<file path="config.mk">
export PLATFORM = sky130hd
export DESIGN_NAME = adc_readout_seq
export DESIGN_NICKNAME = d
export VERILOG_FILES = /design/src/rtl/adcseq_pkg.sv /design/src/rtl/adcseq_sync.sv /design/src/rtl/adcseq_spi_engine.sv /design/src/rtl/adcseq_sample_fmt.sv /design/src/rtl/adc_readout_seq.sv
export SDC_FILE = /design/constraint.sdc
export NUM_CORES = 1
export LEC_CHECK = 0
export ABC_CLOCK_PERIOD_IN_PS = 5700
export BUFFER_PORTS_ARGS = -buffer_cell sky130_fd_sc_hd__buf_2
export CELL_PAD_IN_SITES_DETAIL_PLACEMENT = 0
export CELL_PAD_IN_SITES_GLOBAL_PLACEMENT = 2
export CORE_UTILIZATION = 42
export DETAILED_ROUTE_END_ITERATION = 8
export PLACE_DENSITY_LB_ADDON = 0.08
export RECOVER_POWER = 50
export SYNTH_ARGS = -nofsm -noshare
export SYNTH_HDL_FRONTEND = slang
export SYNTH_SLANG_ARGS = --single-unit
</file>
<file path="constraint.sdc">
create_clock -name clk -period 5.7 [get_ports clk]
set_input_delay 1.425 -clock clk [delete_from_list [all_inputs] [get_ports clk]]
set_output_delay 1.425 -clock clk [all_outputs]
set_load 0.02 [all_outputs]
</file>
<file path="src/rtl/adcseq_pkg.sv">
package adcseq_pkg;
   typedef enum logic [2:0] {
      E_IDLE, E_LEAD, E_LOW, E_HIGH, E_GAP
   } eng_state_t;

   typedef enum logic [2:0] {
      Q_WAKE, Q_CFG, Q_REQ, Q_WAIT, Q_READ
   } seq_state_t;

   localparam int          CFG_COUNT   = 4;
   localparam logic [7:0]  REQ_BYTE    = 8'h38;
   localparam logic [31:0] WAKE_WORD   = 32'hFFFF_FFFF;
   localparam int          WAKE_BITS   = 32;
   localparam int          BYTE_BITS   = 8;
   localparam int          SAMPLE_BITS = 16;

   function automatic logic [7:0] cfg_byte(input logic [1:0] idx);
      case (idx)
         2'd0:    cfg_byte = 8'h20;
         2'd1:    cfg_byte = 8'h0C;
         2'd2:    cfg_byte = 8'h10;
         default: cfg_byte = 8'h40;
      endcase
   endfunction
endpackage

</file>
<file path="src/rtl/adcseq_sync.sv">
module adcseq_sync #(
   parameter int   STAGES    = 2,
   parameter logic RESET_VAL = 1'b1
) (
   input  logic clk,
   input  logic rst_n,
   input  logic d_in,
   output logic d_out
);
   logic [STAGES-1:0] chain;

   generate
      if (STAGES < 1) begin : g_bad_stages
         $error("adcseq_sync: STAGES must be at least 1");
      end
      if (STAGES == 1) begin : g_single
         always_ff @(posedge clk or negedge rst_n) begin
            if (!rst_n) chain <= RESET_VAL;
            else        chain <= d_in;
         end
      end else begin : g_multi
         always_ff @(posedge clk or negedge rst_n) begin
            if (!rst_n) chain <= {STAGES{RESET_VAL}};
            else        chain <= {chain[STAGES-2:0], d_in};
         end
      end
   endgenerate

   assign d_out = chain[STAGES-1];
endmodule

</file>
<file path="src/rtl/adcseq_spi_engine.sv">
module adcseq_spi_engine
   import adcseq_pkg::*;
#(
   parameter int CLK_DIV = 16,
   parameter int MAX_BITS = 32,
   parameter int RX_BITS = 16
) (
   input  logic                clk,
   input  logic                rst_n,
   input  logic                start,
   input  logic [5:0]          nbits,
   input  logic [MAX_BITS-1:0] tx_word,
   input  logic                miso,
   output logic                ready,
   output logic                done,
   output logic [RX_BITS-1:0]  rx_word,
   output logic                sclk,
   output logic                mosi,
   output logic                cs_n
);
   localparam int HALF  = CLK_DIV / 2;
   localparam int GAP   = 2 * CLK_DIV;
   localparam int CW    = $clog2(GAP + 1);

   eng_state_t          st;
   logic [CW-1:0]       cnt;
   logic [MAX_BITS-1:0] sh;
   logic [5:0]          bits_left;
   logic [5:0]          sh_amt;
   logic                half_end;
   logic                gap_end;

   assign sh_amt   = 6'(MAX_BITS) - nbits;
   assign half_end = (cnt == CW'(HALF - 1));
   assign gap_end  = (cnt == CW'(GAP - 1));
   assign ready    = (st == E_IDLE);

   always_ff @(posedge clk or negedge rst_n) begin
      if (!rst_n) begin
         st        <= E_GAP;
         cnt       <= '0;
         sh        <= '0;
         bits_left <= '0;
         rx_word   <= '0;
         sclk      <= 1'b1;
         mosi      <= 1'b1;
         cs_n      <= 1'b1;
         done      <= 1'b0;
      end else begin
         done <= 1'b0;
         case (st)
            E_IDLE: begin
               if (start) begin
                  sh        <= tx_word << sh_amt;
                  bits_left <= nbits;
                  cs_n      <= 1'b0;
                  cnt       <= '0;
                  st        <= E_LEAD;
               end
            end
            E_LEAD: begin
               if (half_end) begin
                  cnt  <= '0;
                  sclk <= 1'b0;
                  mosi <= sh[MAX_BITS-1];
                  sh   <= sh << 1;
                  st   <= E_LOW;
               end else begin
                  cnt <= cnt + 1'b1;
               end
            end
            E_LOW: begin
               if (half_end) begin
                  cnt       <= '0;
                  sclk      <= 1'b1;
                  rx_word   <= {rx_word[RX_BITS-2:0], miso};
                  bits_left <= bits_left - 1'b1;
                  st        <= E_HIGH;
               end else begin
                  cnt <= cnt + 1'b1;
               end
            end
            E_HIGH: begin
               if (half_end) begin
                  cnt <= '0;
                  if (bits_left == '0) begin
                     cs_n <= 1'b1;
                     mosi <= 1'b1;
                     done <= 1'b1;
                     st   <= E_GAP;
                  end else begin
                     sclk <= 1'b0;
                     mosi <= sh[MAX_BITS-1];
                     sh   <= sh << 1;
                     st   <= E_LOW;
                  end
               end else begin
                  cnt <= cnt + 1'b1;
               end
            end
            E_GAP: begin
               if (gap_end) begin
                  cnt <= '0;
                  st  <= E_IDLE;
               end else begin
                  cnt <= cnt + 1'b1;
               end
            end
            default: st <= E_GAP;
         endcase
      end
   end
endmodule

</file>
<file path="src/rtl/adcseq_sample_fmt.sv">
module adcseq_sample_fmt #(
   parameter int W         = 16,
   parameter bit ONES_ZERO = 1'b1
) (
   input  logic [W-1:0] raw,
   output logic [W-1:0] cooked
);
   generate
      if (ONES_ZERO) begin : g_filter
         always_comb cooked = (&raw) ? '0 : raw;
      end else begin : g_pass
         always_comb cooked = raw;
      end
   endgenerate
endmodule

</file>
<file path="src/rtl/adc_readout_seq.sv">
module adc_readout_seq
   import adcseq_pkg::*;
#(
   parameter int CLK_DIV     = 16,
   parameter int SYNC_STAGES = 2,
   parameter bit ONES_ZERO   = 1'b1
) (
   input  logic        clk,
   input  logic        rst_n,
   input  logic        spi_miso,
   input  logic        adc_rdy_n,
   output logic        spi_sclk,
   output logic        spi_mosi,
   output logic        spi_cs_n,
   output logic        sample_valid,
   output logic [15:0] sample_data
);
   localparam int TXW = WAKE_BITS;
   localparam int IDXW = $clog2(CFG_COUNT);

   generate
      if (CLK_DIV < 4 || (CLK_DIV % 2) != 0) begin : g_bad_div
         $error("adc_readout_seq: CLK_DIV must be even and at least 4");
      end
      if (SAMPLE_BITS > TXW) begin : g_bad_width
         $error("adc_readout_seq: sample wider than shift register");
      end
   endgenerate

   seq_state_t             st;
   logic [IDXW-1:0]        idx;
   logic                   pend;
   logic                   issue;
   logic                   eng_ready;
   logic                   eng_done;
   logic [SAMPLE_BITS-1:0] rx_raw;
   logic [SAMPLE_BITS-1:0] rx_cooked;
   logic                   rdy_s;
   logic [5:0]             nbits;
   logic [TXW-1:0]         tx_word;
   logic                   wants_frame;

   adcseq_sync #(.STAGES(SYNC_STAGES), .RESET_VAL(1'b1)) u_rdy_sync (
      .clk   (clk),
      .rst_n (rst_n),
      .d_in  (adc_rdy_n),
      .d_out (rdy_s)
   );

   adcseq_spi_engine #(.CLK_DIV(CLK_DIV), .MAX_BITS(TXW), .RX_BITS(SAMPLE_BITS)) u_eng (
      .clk     (clk),
      .rst_n   (rst_n),
      .start   (issue),
      .nbits   (nbits),
      .tx_word (tx_word),
      .miso    (spi_miso),
      .ready   (eng_ready),
      .done    (eng_done),
      .rx_word (rx_raw),
      .sclk    (spi_sclk),
      .mosi    (spi_mosi),
      .cs_n    (spi_cs_n)
   );

   adcseq_sample_fmt #(.W(SAMPLE_BITS), .ONES_ZERO(ONES_ZERO)) u_fmt (
      .raw    (rx_raw),
      .cooked (rx_cooked)
   );

   always_comb begin
      wants_frame = 1'b1;
      nbits       = 6'(BYTE_BITS);
      tx_word     = '0;
      case (st)
         Q_WAKE: begin
            nbits   = 6'(WAKE_BITS);
            tx_word = WAKE_WORD;
         end
         Q_CFG:  tx_word = {{(TXW-8){1'b0}}, cfg_byte(2'(idx))};
         Q_REQ:  tx_word = {{(TXW-8){1'b0}}, REQ_BYTE};
         Q_READ: begin
            nbits   = 6'(SAMPLE_BITS);
            tx_word = {{(TXW-SAMPLE_BITS){1'b0}}, {SAMPLE_BITS{1'b1}}};
         end
         default: wants_frame = 1'b0;
      endcase
   end

   assign issue = wants_frame && !pend && eng_ready;

   always_ff @(posedge clk or negedge rst_n) begin
      if (!rst_n) begin
         st           <= Q_WAKE;
         idx          <= '0;
         pend         <= 1'b0;
         sample_valid <= 1'b0;
         sample_data  <= '0;
      end else begin
         sample_valid <= 1'b0;
         if (issue) pend <= 1'b1;
         case (st)
            Q_WAKE: if (pend && eng_done) begin
               pend <= 1'b0;
               idx  <= '0;
               st   <= Q_CFG;
            end
            Q_CFG: if (pend && eng_done) begin
               pend <= 1'b0;
               if (idx == IDXW'(CFG_COUNT - 1)) st <= Q_REQ;
               else idx <= idx + 1'b1;
            end
            Q_REQ: if (pend && eng_done) begin
               pend <= 1'b0;
               st   <= Q_WAIT;
            end
            Q_WAIT: if (!rdy_s) st <= Q_READ;
            Q_READ: if (pend && eng_done) begin
               pend         <= 1'b0;
               sample_valid <= 1'b1;
               sample_data  <= rx_cooked;
               st           <= Q_REQ;
            end
            default: st <= Q_WAKE;
         endcase
      end
   end
endmodule

</file>
* Word level (Yosys, flattened, before mapping)
Cells that the tools add are included. W data, S select, Z words.
Storage, ports and cells: logic and storage cells 132, register bits after elaboration 92
Operators by class: equality and inequality tests 27, add/sub/neg operators 4, multiplexer cells 56, reduce and logical (&&, ||, !) cells 29, shifts and indexed selects 1
Operator list (number):
- $mux W32 | 4
- $pmux W32 S4 | 1
- $pmux W32 S3 | 1
- $mux W3 | 12
- $shl A32 B6 Y32 | 1
- $mux W6 | 5
- $pmux W3 S5 | 2
- $pmux W6 S2 | 2
- $pmux W7 S3 | 1
- $mux W1 | 19
- $ne A2 B2 Y1 const B | 9
- $pmux W6 S3 | 1
- $mux W16 | 1
- $reduce_and A16 Y1 | 1
- $reduce_and A5 Y1 | 3
- $eq A3 B2 Y1 const B | 4
- $ne A2 B1 Y1 const B | 5
- $reduce_bool A3 Y1 | 3
- $reduce_and A4 Y1 | 2
- $reduce_bool A2 Y1 | 4
- $add A6 B1 Y6 const B | 1
- $eq A3 B1 Y1 const B | 2
- $eq A3 B3 Y1 const B | 2
- $eq A6 B3 Y1 const B | 1
- other kinds (20) | 30

* Depth between registers and ports, before layout
Gate-level depths: netlist of the first run.
depth after elaboration 8, depth in mapped cells 8, depth with buffers taken out 8

* Cells and area by module
From an unflattened synthesis of the first run, not the netlist that was laid out.
Second synthesis, totals: cells, all modules 638, area total of the unflattened synthesis 6707.7 um2
Modules (own cells, without submodules):
- adcseq_spi_engine | times used 1, sequential area each 1681.6 um2, area an instance 5099.9 um2, cells each 499
- adc_readout_seq | times used 1, sequential area each 575.6 um2, area an instance 1152.4 um2, cells each 93
- adcseq_sample_fmt | times used 1, sequential area each 0.0 um2, area an instance 402.9 um2, cells each 44
- adcseq_sync | times used 1, sequential area each 52.6 um2, area an instance 52.6 um2, cells each 2

* Worst setup path after synthesis of the first run
No wires, ideal clock.
kind flip-flop to output port, start register u_eng.sclk, end output spi_sclk, arrival 0.571 ns, cell stages (with the launch flop) 1, path slack 3.704 ns, cell sequence dfstp_2
RTL lines:
- start, declared | line adcseq_spi_engine.sv:17 | output logic sclk,
- start signal, assigned | line adcseq_spi_engine.sv:45 | sclk <= 1'b1;
- start signal, assigned | line adcseq_spi_engine.sv:64 | sclk <= 1'b0;
- start signal, assigned | line adcseq_spi_engine.sv:75 | sclk <= 1'b1;
- end, declared | line adc_readout_seq.sv:12 | output logic spi_sclk,
No word-level cell between the ends.

==> summary.txt, run 1 <==
Detailed routing
  • Via/cell ratio: 5.28
  • Vias: 3124
  • DR iter-0 viols: 115
  • Total routed wirelength: 8860 µm
  • WL/cell: 15.0 µm
  • Number of iterations in the first detailed-routing pass: 5
  • Residual DRC count: 0
  • Antenna Nets Post-Route: 0

STA
  • Slew headroom: -0.338
  • Clk_skew: 17.3 ps
  • Fin crit share: 0.599
  • Setup TNS: 0 ps
  • Slew Viols, Final: 39
  • RSZ-0062 raised after global routing: false
  • Final hold vios: 0
  • Final setup violation count: 0
  • Crit path time final: 3410 ps
  • Max Fclk: 293 MHz
  • Tightest Pin Transition: 2010 ps

Power
  • Worst IR Drop VDD: 97.4 µV
  • Leakage dissipation: 2.23 nW
  • Comb pwr share: 0.013
  • Seq pwr share: 0.586
  • Pwr Density: 242 nW/µm²
  • Clk network pwr share: 0.401
  • Net Switching: 0.258 mW
  • Switching Share: 0.231
  • Internal Power: 0.861 mW

Clock network
  • CTS tree: yes
  • # hold bufs at CTS: 0
  • Resized cells post-CTS: 0
  • Cts bufs inserted: 9
  • Clock Latency Late Sink: 360 ps
  • Clock sink count: 92
  • Root Driver: clkbuf_8
  • Setup Fix Bufs, Post-CTS: 0
  • CTS H-tree lvls: 3
  • CTS max path bufs: 2
  • CTS clk-pin slew, worst paths: 90 ps

Place
  • HPWL after DPL: 5680 µm
  • Gpl congestion: 0.730
  • I/O Buffers: 23

Layout
  • Antenna fix cells: 0
  • Nets: 467
  • Area growth from synthesis to layout: 8.74%
  • Util after Layout: 0.473
  • Share of layout cells above drive strength 1: 0.129
  • Fillers: 981

Yosys
  • Syn Inst Count: 446
  • Synth area leader: dfrtp_1
  • Synth area leaders: dfrtp_1, nand2_1, a21oi_1
  • EDFF count, synth: 0
  • Synthesized Nets: 458
  • Post-synthesis sequential area ratio: 0.543
  • Avg Inst Size Synth: 9.53 µm²
  • Unique masters post-synth: 45
  • FF+latch count, synth: 92
  • Fraction of registers with async set/reset: 1.00
  • Share of the synthesized area in the top cell type: 0.506
  • Synth Cell Area: 4250 µm²
  • Synth Flop Type: dfrtp_1
  • Synth warn: 0

Critical path
  • Worst Path Required: 5780 ps
  • CP arrival: 3490 ps
  • CP max stage delay: 1500 ps
  • Crit path max-delay family: buffers and inverters
  • Critical path cell sequence: buf_4 > clkbuf_1
  • Slowest-stage cell, CP: clkbuf_1
  • Critical Path Sink Type: async pin
  • Crit Path Max Fanout: 55
  • Crit Path Category: in -> async
  • Critical Path Start Type: input port
  • CP bufs+invs: 2

Floorplan
  • Chip width: 103 µm
  • I/O Pins: 24
  • Initial core utilization: 0.435
  • Die height: 103 µm
  • Core Box Area: 9770 µm²
  • Die area: 10500 µm²
  • FP Rows: 36

Min path
  • Min-delay worst type: reg -> reg

Global route
  • Largest net degree at the start of global routing: 64
  • Gr ovfl total: 0
  • Initial antenna violation count: 0
  • First-pass GRT wire length: 14900 µm
  • Total GRT Usage: 0.183
  • Vias in the first global route: 2965

Flow run
  • Max-Cap Viols: 1

Run status
  • Failing checks: capacitance limit, slew limit
  • Status: finished with violations
power groups by stage:
stage          logic (mW)  clock network [mW]  registers, mW
3_5_place_dp       0.0163                   0          0.669
3_3_place_gp       0.0162                   0          0.669
6_report           0.0146               0.449          0.656
5_1_grt            0.0182               0.487          0.657
2_1_floorplan    0.000845                   0          0.669
4_1_cts            0.0163               0.463          0.656
state kept, by name (all words and copies together), names as in the netlist:
register	count
idx	2
pend	1
sample_data	16
sample_valid	1
st	3
u_eng.bits_left	6
u_eng.cnt	6
u_eng.cs_n	1
u_eng.done	1
u_eng.mosi	1
u_eng.rx_word	16
u_eng.sclk	1
u_eng.sh	32
u_eng.st	3
u_rdy_sync.chain	2
final timing paths:
| path | endpoint | slack [ps] | depth (start not counted) | startpoint |
|---|---|---|---|---|
| max | u_eng.rx_word[8] | 2290 | 2 | rst_n |
| min | u_rdy_sync.chain[1] | 360 | 0 | u_rdy_sync.chain[0] |
| max reg2reg | sample_data[9] | 2760 | 6 | st[0] |
| min reg2reg | u_rdy_sync.chain[1] | 360 | 0 | u_rdy_sync.chain[0] |
| max in group clk | sample_data[9] | 2760 | 6 | st[0] |
| min in group asynchronous | u_eng.cnt[5] | 1100 | 1 | rst_n |
Yosys cell counts (all sizes together), types with 3 or more instances:
master	number
nand3	5
clkbuf	14
nand2	92
o21ai	41
nand2b	9
a22o	21
a21o	8
nand4	6
a31oi	6
or2	4
dfrtp	86
or3	5
buf	15
mux2	4
and3	3
inv	11
nor4	3
nor3	8
o31ai	3
nor2	23
ha	8
a21oi	45
dfstp	6
per-layer routing:
layer  vias up  share of wire  track usage
met4         0          0.016       0.0692
met2        39           0.45        0.280
met5         -              0            0
met1      1505           0.51        0.264
li1       1567              -            -
met3        13          0.021       0.0237
area by class of cell:
type                            instances  area [µm²]  area share
Clock buffer                            9         124      0.0268
Clock inverter                          6        72.6      0.0157
Inverter                               11        41.3     0.00893
Multi-Input combinational cell        314        1770       0.382
Sequential cell                        92        2310       0.500
Tap cell                              133         166      0.0360
Timing Repair Buffer                   27         144      0.0311
cells in the final DEF (no fill, tap or decap), drive strengths merged, types with 2 or more instances in the layout:
cell / n
nand2b: 9
a21o: 8
nand2: 92
a21oi: 45
buf: 26
maj3: 2
nand3b: 2
inv: 13
and3: 3
dfstp: 6
ha: 8
or3: 5
or2: 4
o21ai: 41
mux2: 4
a31oi: 6
nor4: 3
clkinv: 2
nor2b: 2
nand3: 5
a2bb2oi: 2
nand4: 6
dfrtp: 86
nor2: 23
clkbuf: 10
nor3: 8
o31ai: 3
a22o: 21
stage by stage:
| step | instance area, µm² | setup slack (ps) | instances | hold slack [ps] | power, mW |
|---|---|---|---|---|---|
| 3_5_place_dp | 4450 | 3080 | 577 | 351 | 0.685 |
| 5_1_grt | 4620 | 1670 | 592 | 371 | 1.16 |
| 2_1_floorplan | 4250 | 3700 | 446 | 345 | 0.669 |
| 3_3_place_gp | 4450 | 3140 | 577 | 347 | 0.685 |
| 4_1_cts | 4640 | 3070 | 592 | 365 | 1.14 |
| 6_report | 4620 | 2290 | 592 | 362 | 1.12 |
cell families (layout without fill, tap and decap cells):
| family | count (synthesis) | after routing | synth area share |
|---|---|---|---|
| and+or+nand+nor | 165 | 165 | 0.178 |
| AOI/OAI and AO/OA | 133 | 133 | 0.193 |
| DFF | 92 | 92 | 0.543 |
| buffers and inverters | 40 | 53 | 0.0424 |
| adders and majority gates | 10 | 10 | 0.0283 |
| muxes | 4 | 4 | 0.0106 |
| xor gates and xnor gates | 2 | 2 | 0.00412 |
Note: power is estimated with default switching activity, not from simulation.
==> run 2, diff against run 1 <==
--- a/config.mk
+++ b/config.mk
@@ -5,11 +5,12 @@
 export SDC_FILE = /design/constraint.sdc
 export NUM_CORES = 1
 export LEC_CHECK = 0
-export ABC_CLOCK_PERIOD_IN_PS = 5700
+export ABC_AREA = 1
+export ABC_CLOCK_PERIOD_IN_PS = 3500
 export BUFFER_PORTS_ARGS = -buffer_cell sky130_fd_sc_hd__buf_2
 export CELL_PAD_IN_SITES_DETAIL_PLACEMENT = 0
 export CELL_PAD_IN_SITES_GLOBAL_PLACEMENT = 2
-export CORE_UTILIZATION = 42
+export CORE_UTILIZATION = 37
 export DETAILED_ROUTE_END_ITERATION = 8
 export PLACE_DENSITY_LB_ADDON = 0.08
 export RECOVER_POWER = 50
==> constraint.sdc (replaced) <==
create_clock -name clk -period 3.5 [get_ports clk]
set_input_delay 0.875 -clock clk [delete_from_list [all_inputs] [get_ports clk]]
set_output_delay 0.875 -clock clk [all_outputs]
set_load 0.02 [all_outputs]
==> run 2 against run 1 <==
  * The flow still finishes with violations (capacitance limit, slew limit)
  * Clock power grew 150%
  * Non-clock buffer count is the same
  * Register-to-register slack worse by 1700 ps
  * Clock-buffer cell count is 4 higher
  * Sequential share of layout area decreased by 4.7 points
  * Sequential power grew 63%
  * First-iteration DRC count rose to 2.5 times the previous value
  * Area after synthesis is 7.4% higher
  * Via count grew 20%
  * Utilization down 4.8 points
  * Critical path type is now reg -> reg
==> summary.txt, run 2 <==
Yosys
  • FF+latch count, synth: 92 (unchanged)
  • Avg Inst Size Synth: 7.91 µm² (-17%)
  • Compound-cell area share of the yosys netlist: 0.0693 (-0.124)
  • Synthesized Nets: 589 (+29%)
  • Synth Cell Area: 4570 µm² (+7.4%)
  • Post-synthesis xor/xnor area fraction: 0.00767 (+0.00355)
  • EDFF count, synth: 0 (unchanged)
  • Syn Inst Count: 577 (+29%)
  • Synth Flop Type: dfrtp_1
  • Main combinational cell family by area after synthesis: simple AND/OR/NAND/NOR gates
  • Fraction of synthesized area in multiplexers: 0.00219 (-0.00840)
  • Most numerous cell in the Yosys netlist: nand2_1
  • Post-synthesis sequential area ratio: 0.506 (-0.0375)
  • Share of the synthesized area in the top cell type: 0.471 (-0.0349)
  • Fraction of registers with async set/reset: 1.00 (unchanged)
  • Synth warn: 0 (unchanged)
  • Synth area leaders: dfrtp_1, nand2_1, nand4_1
  • Commonest cells post-synth: nand2_1, dfrtp_1, o21ai_0
  • Unique masters post-synth: 32 (-29%)
  • Adder-cell share of the synthesized area: 0.0219 (-0.00633)
  • Synth area leader: dfrtp_1
  • Post-Synth Simple-Gate Area: 0.339 (+0.161)

STA
  • RSZ-0062 raised after global routing: false
  • Tightest Pin Transition: 2160 ps (+155 ps)
  • Final hold slack: 360 ps (-1.94 ps)
  • Clk_skew: 9.25 ps (-8.07 ps)
  • Final setup violation count: 0 (unchanged)
  • Max Fclk: 412 MHz
  • Crit path time final: 2430 ps
  • Final hold vios: 0 (unchanged)
  • Setup TNS: 0 ps (unchanged)
  • Slew headroom: -0.441 (-0.103)
  • Fin crit share: 0.694
  • Slew Viols, Final: 38 (-2.6%)
  • Final worst slack: 1070 ps (-1220 ps)

Clock network
  • Clock sink count: 92 (unchanged)
  • Cts bufs inserted: 9 (unchanged)
  • # hold bufs at CTS: 0 (unchanged)
  • CTS H-tree lvls: 3 (unchanged)
  • Resized cells post-CTS: 0 (unchanged)
  • CTS tree: yes
  • CTS max path bufs: 2 (unchanged)
  • Setup Fix Bufs, Post-CTS: 0 (unchanged)
  • Clock Latency Late Sink: 350 ps (about the same)
  • Root Driver: clkbuf_16
  • CTS clk-pin slew, worst paths: 60 ps (-30 ps)

Place
  • Gpl congestion: 0.768 (+5.2%)
  • I/O Buffers: 23 (unchanged)
  • HPWL after DPL: 6630 µm (+17%)
  • Place WS: 1030 ps (-2050 ps)
  • Placed cell count: 726 (+26%)

Detailed routing
  • Residual DRC count: 0 (unchanged)
  • Antenna Nets Post-Route: 0 (unchanged)
  • Total routed wirelength: 10600 µm (+19%)
  • WL/cell: 14.2 µm (-5.0%)
  • Number of iterations in the first detailed-routing pass: 4 (-1)
  • Via/cell ratio: 5.05 (-4.4%)
  • DR iter-0 viols: 292 (+150%)
  • Vias: 3744 (+20%)

Critical path
  • Worst Path Required: 3730 ps (-2050 ps)
  • Crit. Startpoint: st[0]
  • Crit Path Category: reg -> reg
  • R2R depth: 11 (+5)
  • R2R Path Start: st[0]
  • CP arrival: 2660 ps (-830 ps)
  • R2r endpoint: u_eng.sh[26]
  • Critical Path Start Type: flip-flop
  • R2R setup slack: 1070 ps (-1690 ps)
  • Crit Path Max Fanout: 32 (-42%)
  • Critical Path Sink Type: flip-flop
  • Setup crit end: u_eng.sh[26]

Layout
  • Most frequent cells in the layout: nand2_1, dfrtp_1, o21ai_0
  • Most common cell after layout, fill and taps aside: nand2_1
  • Util after Layout: 0.425 (-0.0479)
  • Share of layout cells above drive strength 1: 0.118 (-0.0109)
  • Area growth from synthesis to layout: 11.8%
  • Largest regs: u_eng.sh (32), sample_data (16), u_eng.rx_word (16)
  • Largest Register: u_eng.sh
  • Max reg flops: 32 (unchanged)
  • Nets: 602 (+29%)
  • Final cell count without fillers: 742 (+25%)
  • Antenna fix cells: 0 (unchanged)

Min path
  • Min-delay worst type: reg -> reg

Floorplan
  • I/O Pins: 24 (unchanged)
  • Die area: 12800 µm² (+21%)
  • Die height: 113 µm (+10%)
  • Core Box Area: 12000 µm² (+23%)
  • Chip width: 113 µm (+10%)
  • Initial core utilization: 0.380 (-0.0548)
  • FP Rows: 40 (+11%)

Global route
  • First-pass GRT wire length: 18300 µm (+23%)
  • Gr ovfl total: 0 (unchanged)
  • Largest net degree at the start of global routing: 56 (-13%)
  • Vias in the first global route: 3665 (+24%)
  • Initial antenna violation count: 0 (unchanged)
  • Total GRT Usage: 0.181 (-0.00122)

Power
  • Pwr Density: 432 nW/µm² (+78%)
  • Worst IR Drop VDD: 275 µV (+180%)
  • Leakage dissipation: 2.59 nW (+16%)

Run status
  • Status: finished with violations
  • Failing checks: capacitance limit, slew limit

Flow run
  • Max-Cap Viols: 1 (unchanged)
[run 2: cell types whose count changed in the layout (fill, tap and decap cells not counted), sizes merged, moves of 8 or more]
cell	delta
nand2	+172
a21oi	-40
nand4	+30
a22o	-21
inv	+17
nand3	+15
o21ai	+13
nand2b	-9
a21o	-8
[run 2: metrics by stage]
| stage | instance area, µm² | power [mW] |
|---|---|---|
| after floorplan | 4570 | 1.09 |
| after global placement | 4780 | 1.12 |
| after detailed placement | 4780 | 1.12 |
| after CTS | 5120 | 2.23 |
| after global routing | 5110 | 2.27 |
| final | 5110 | 2.20 |
[run 2: routing by layer]
layer | global-route usage | wire (µm) | vias up
met5 | 0 | 0 | -
met4 | 0.0711 | 168 | 0
met3 | 0.0332 | 276 | 11
met2 | 0.295 | 4960 | 46
met1 | 0.240 | 5150 | 1792
li1 | - | - | 1895
[run 2: area by class of cell]
class,instances,area (µm²)
Clock inverter,3,67.6
Fill cell,1230,6910
Clock buffer,13,270
Inverter,31,116
Sequential cell,92,2310
Multi-Input combinational cell,429,2000
Tap cell,147,184
Timing Repair Buffer,27,155
[run 2: critical path, cell delays in order (launching register included)]
cell and delay, ps:
dfrtp_1 450, nor2_1 220, inv_1 100, nor2_2 130
inv_1 110, ha_1 270, nand3_1 190, nand2_1 90
nand2_2 160, nand3_4 340, nand2_1 160, nand2_1 70
[run 2: cell families after synthesis]
logic type                 Yosys count
buffers and inverters               56
and+or+nand+nor                    354
adders and majority gates            8
muxes                                1
xor gates and xnor gates             4
DFF                                 92
AOI/OAI and AO/OA                   62
[run 2: how the worst min path moves through the flow]
stage | start | to | cells after the start
2_1_floorplan | u_rdy_sync.chain[0] | u_rdy_sync.chain[1] | 0
3_3_place_gp | u_rdy_sync.chain[0] | u_rdy_sync.chain[1] | 0
3_5_place_dp | u_rdy_sync.chain[0] | u_rdy_sync.chain[1] | 0
4_1_cts | u_rdy_sync.chain[0] | u_rdy_sync.chain[1] | 0
5_1_grt | u_rdy_sync.chain[0] | u_rdy_sync.chain[1] | 0
6_report | u_rdy_sync.chain[0] | u_rdy_sync.chain[1] | 0
[run 2: report_power, final]
group	switching (mW)	total (mW)	internal, mW
sequential	0.00221	1.07	1.07
clock	0.423	1.11	0.685
combinational	0.0225	0.0267	0.00424
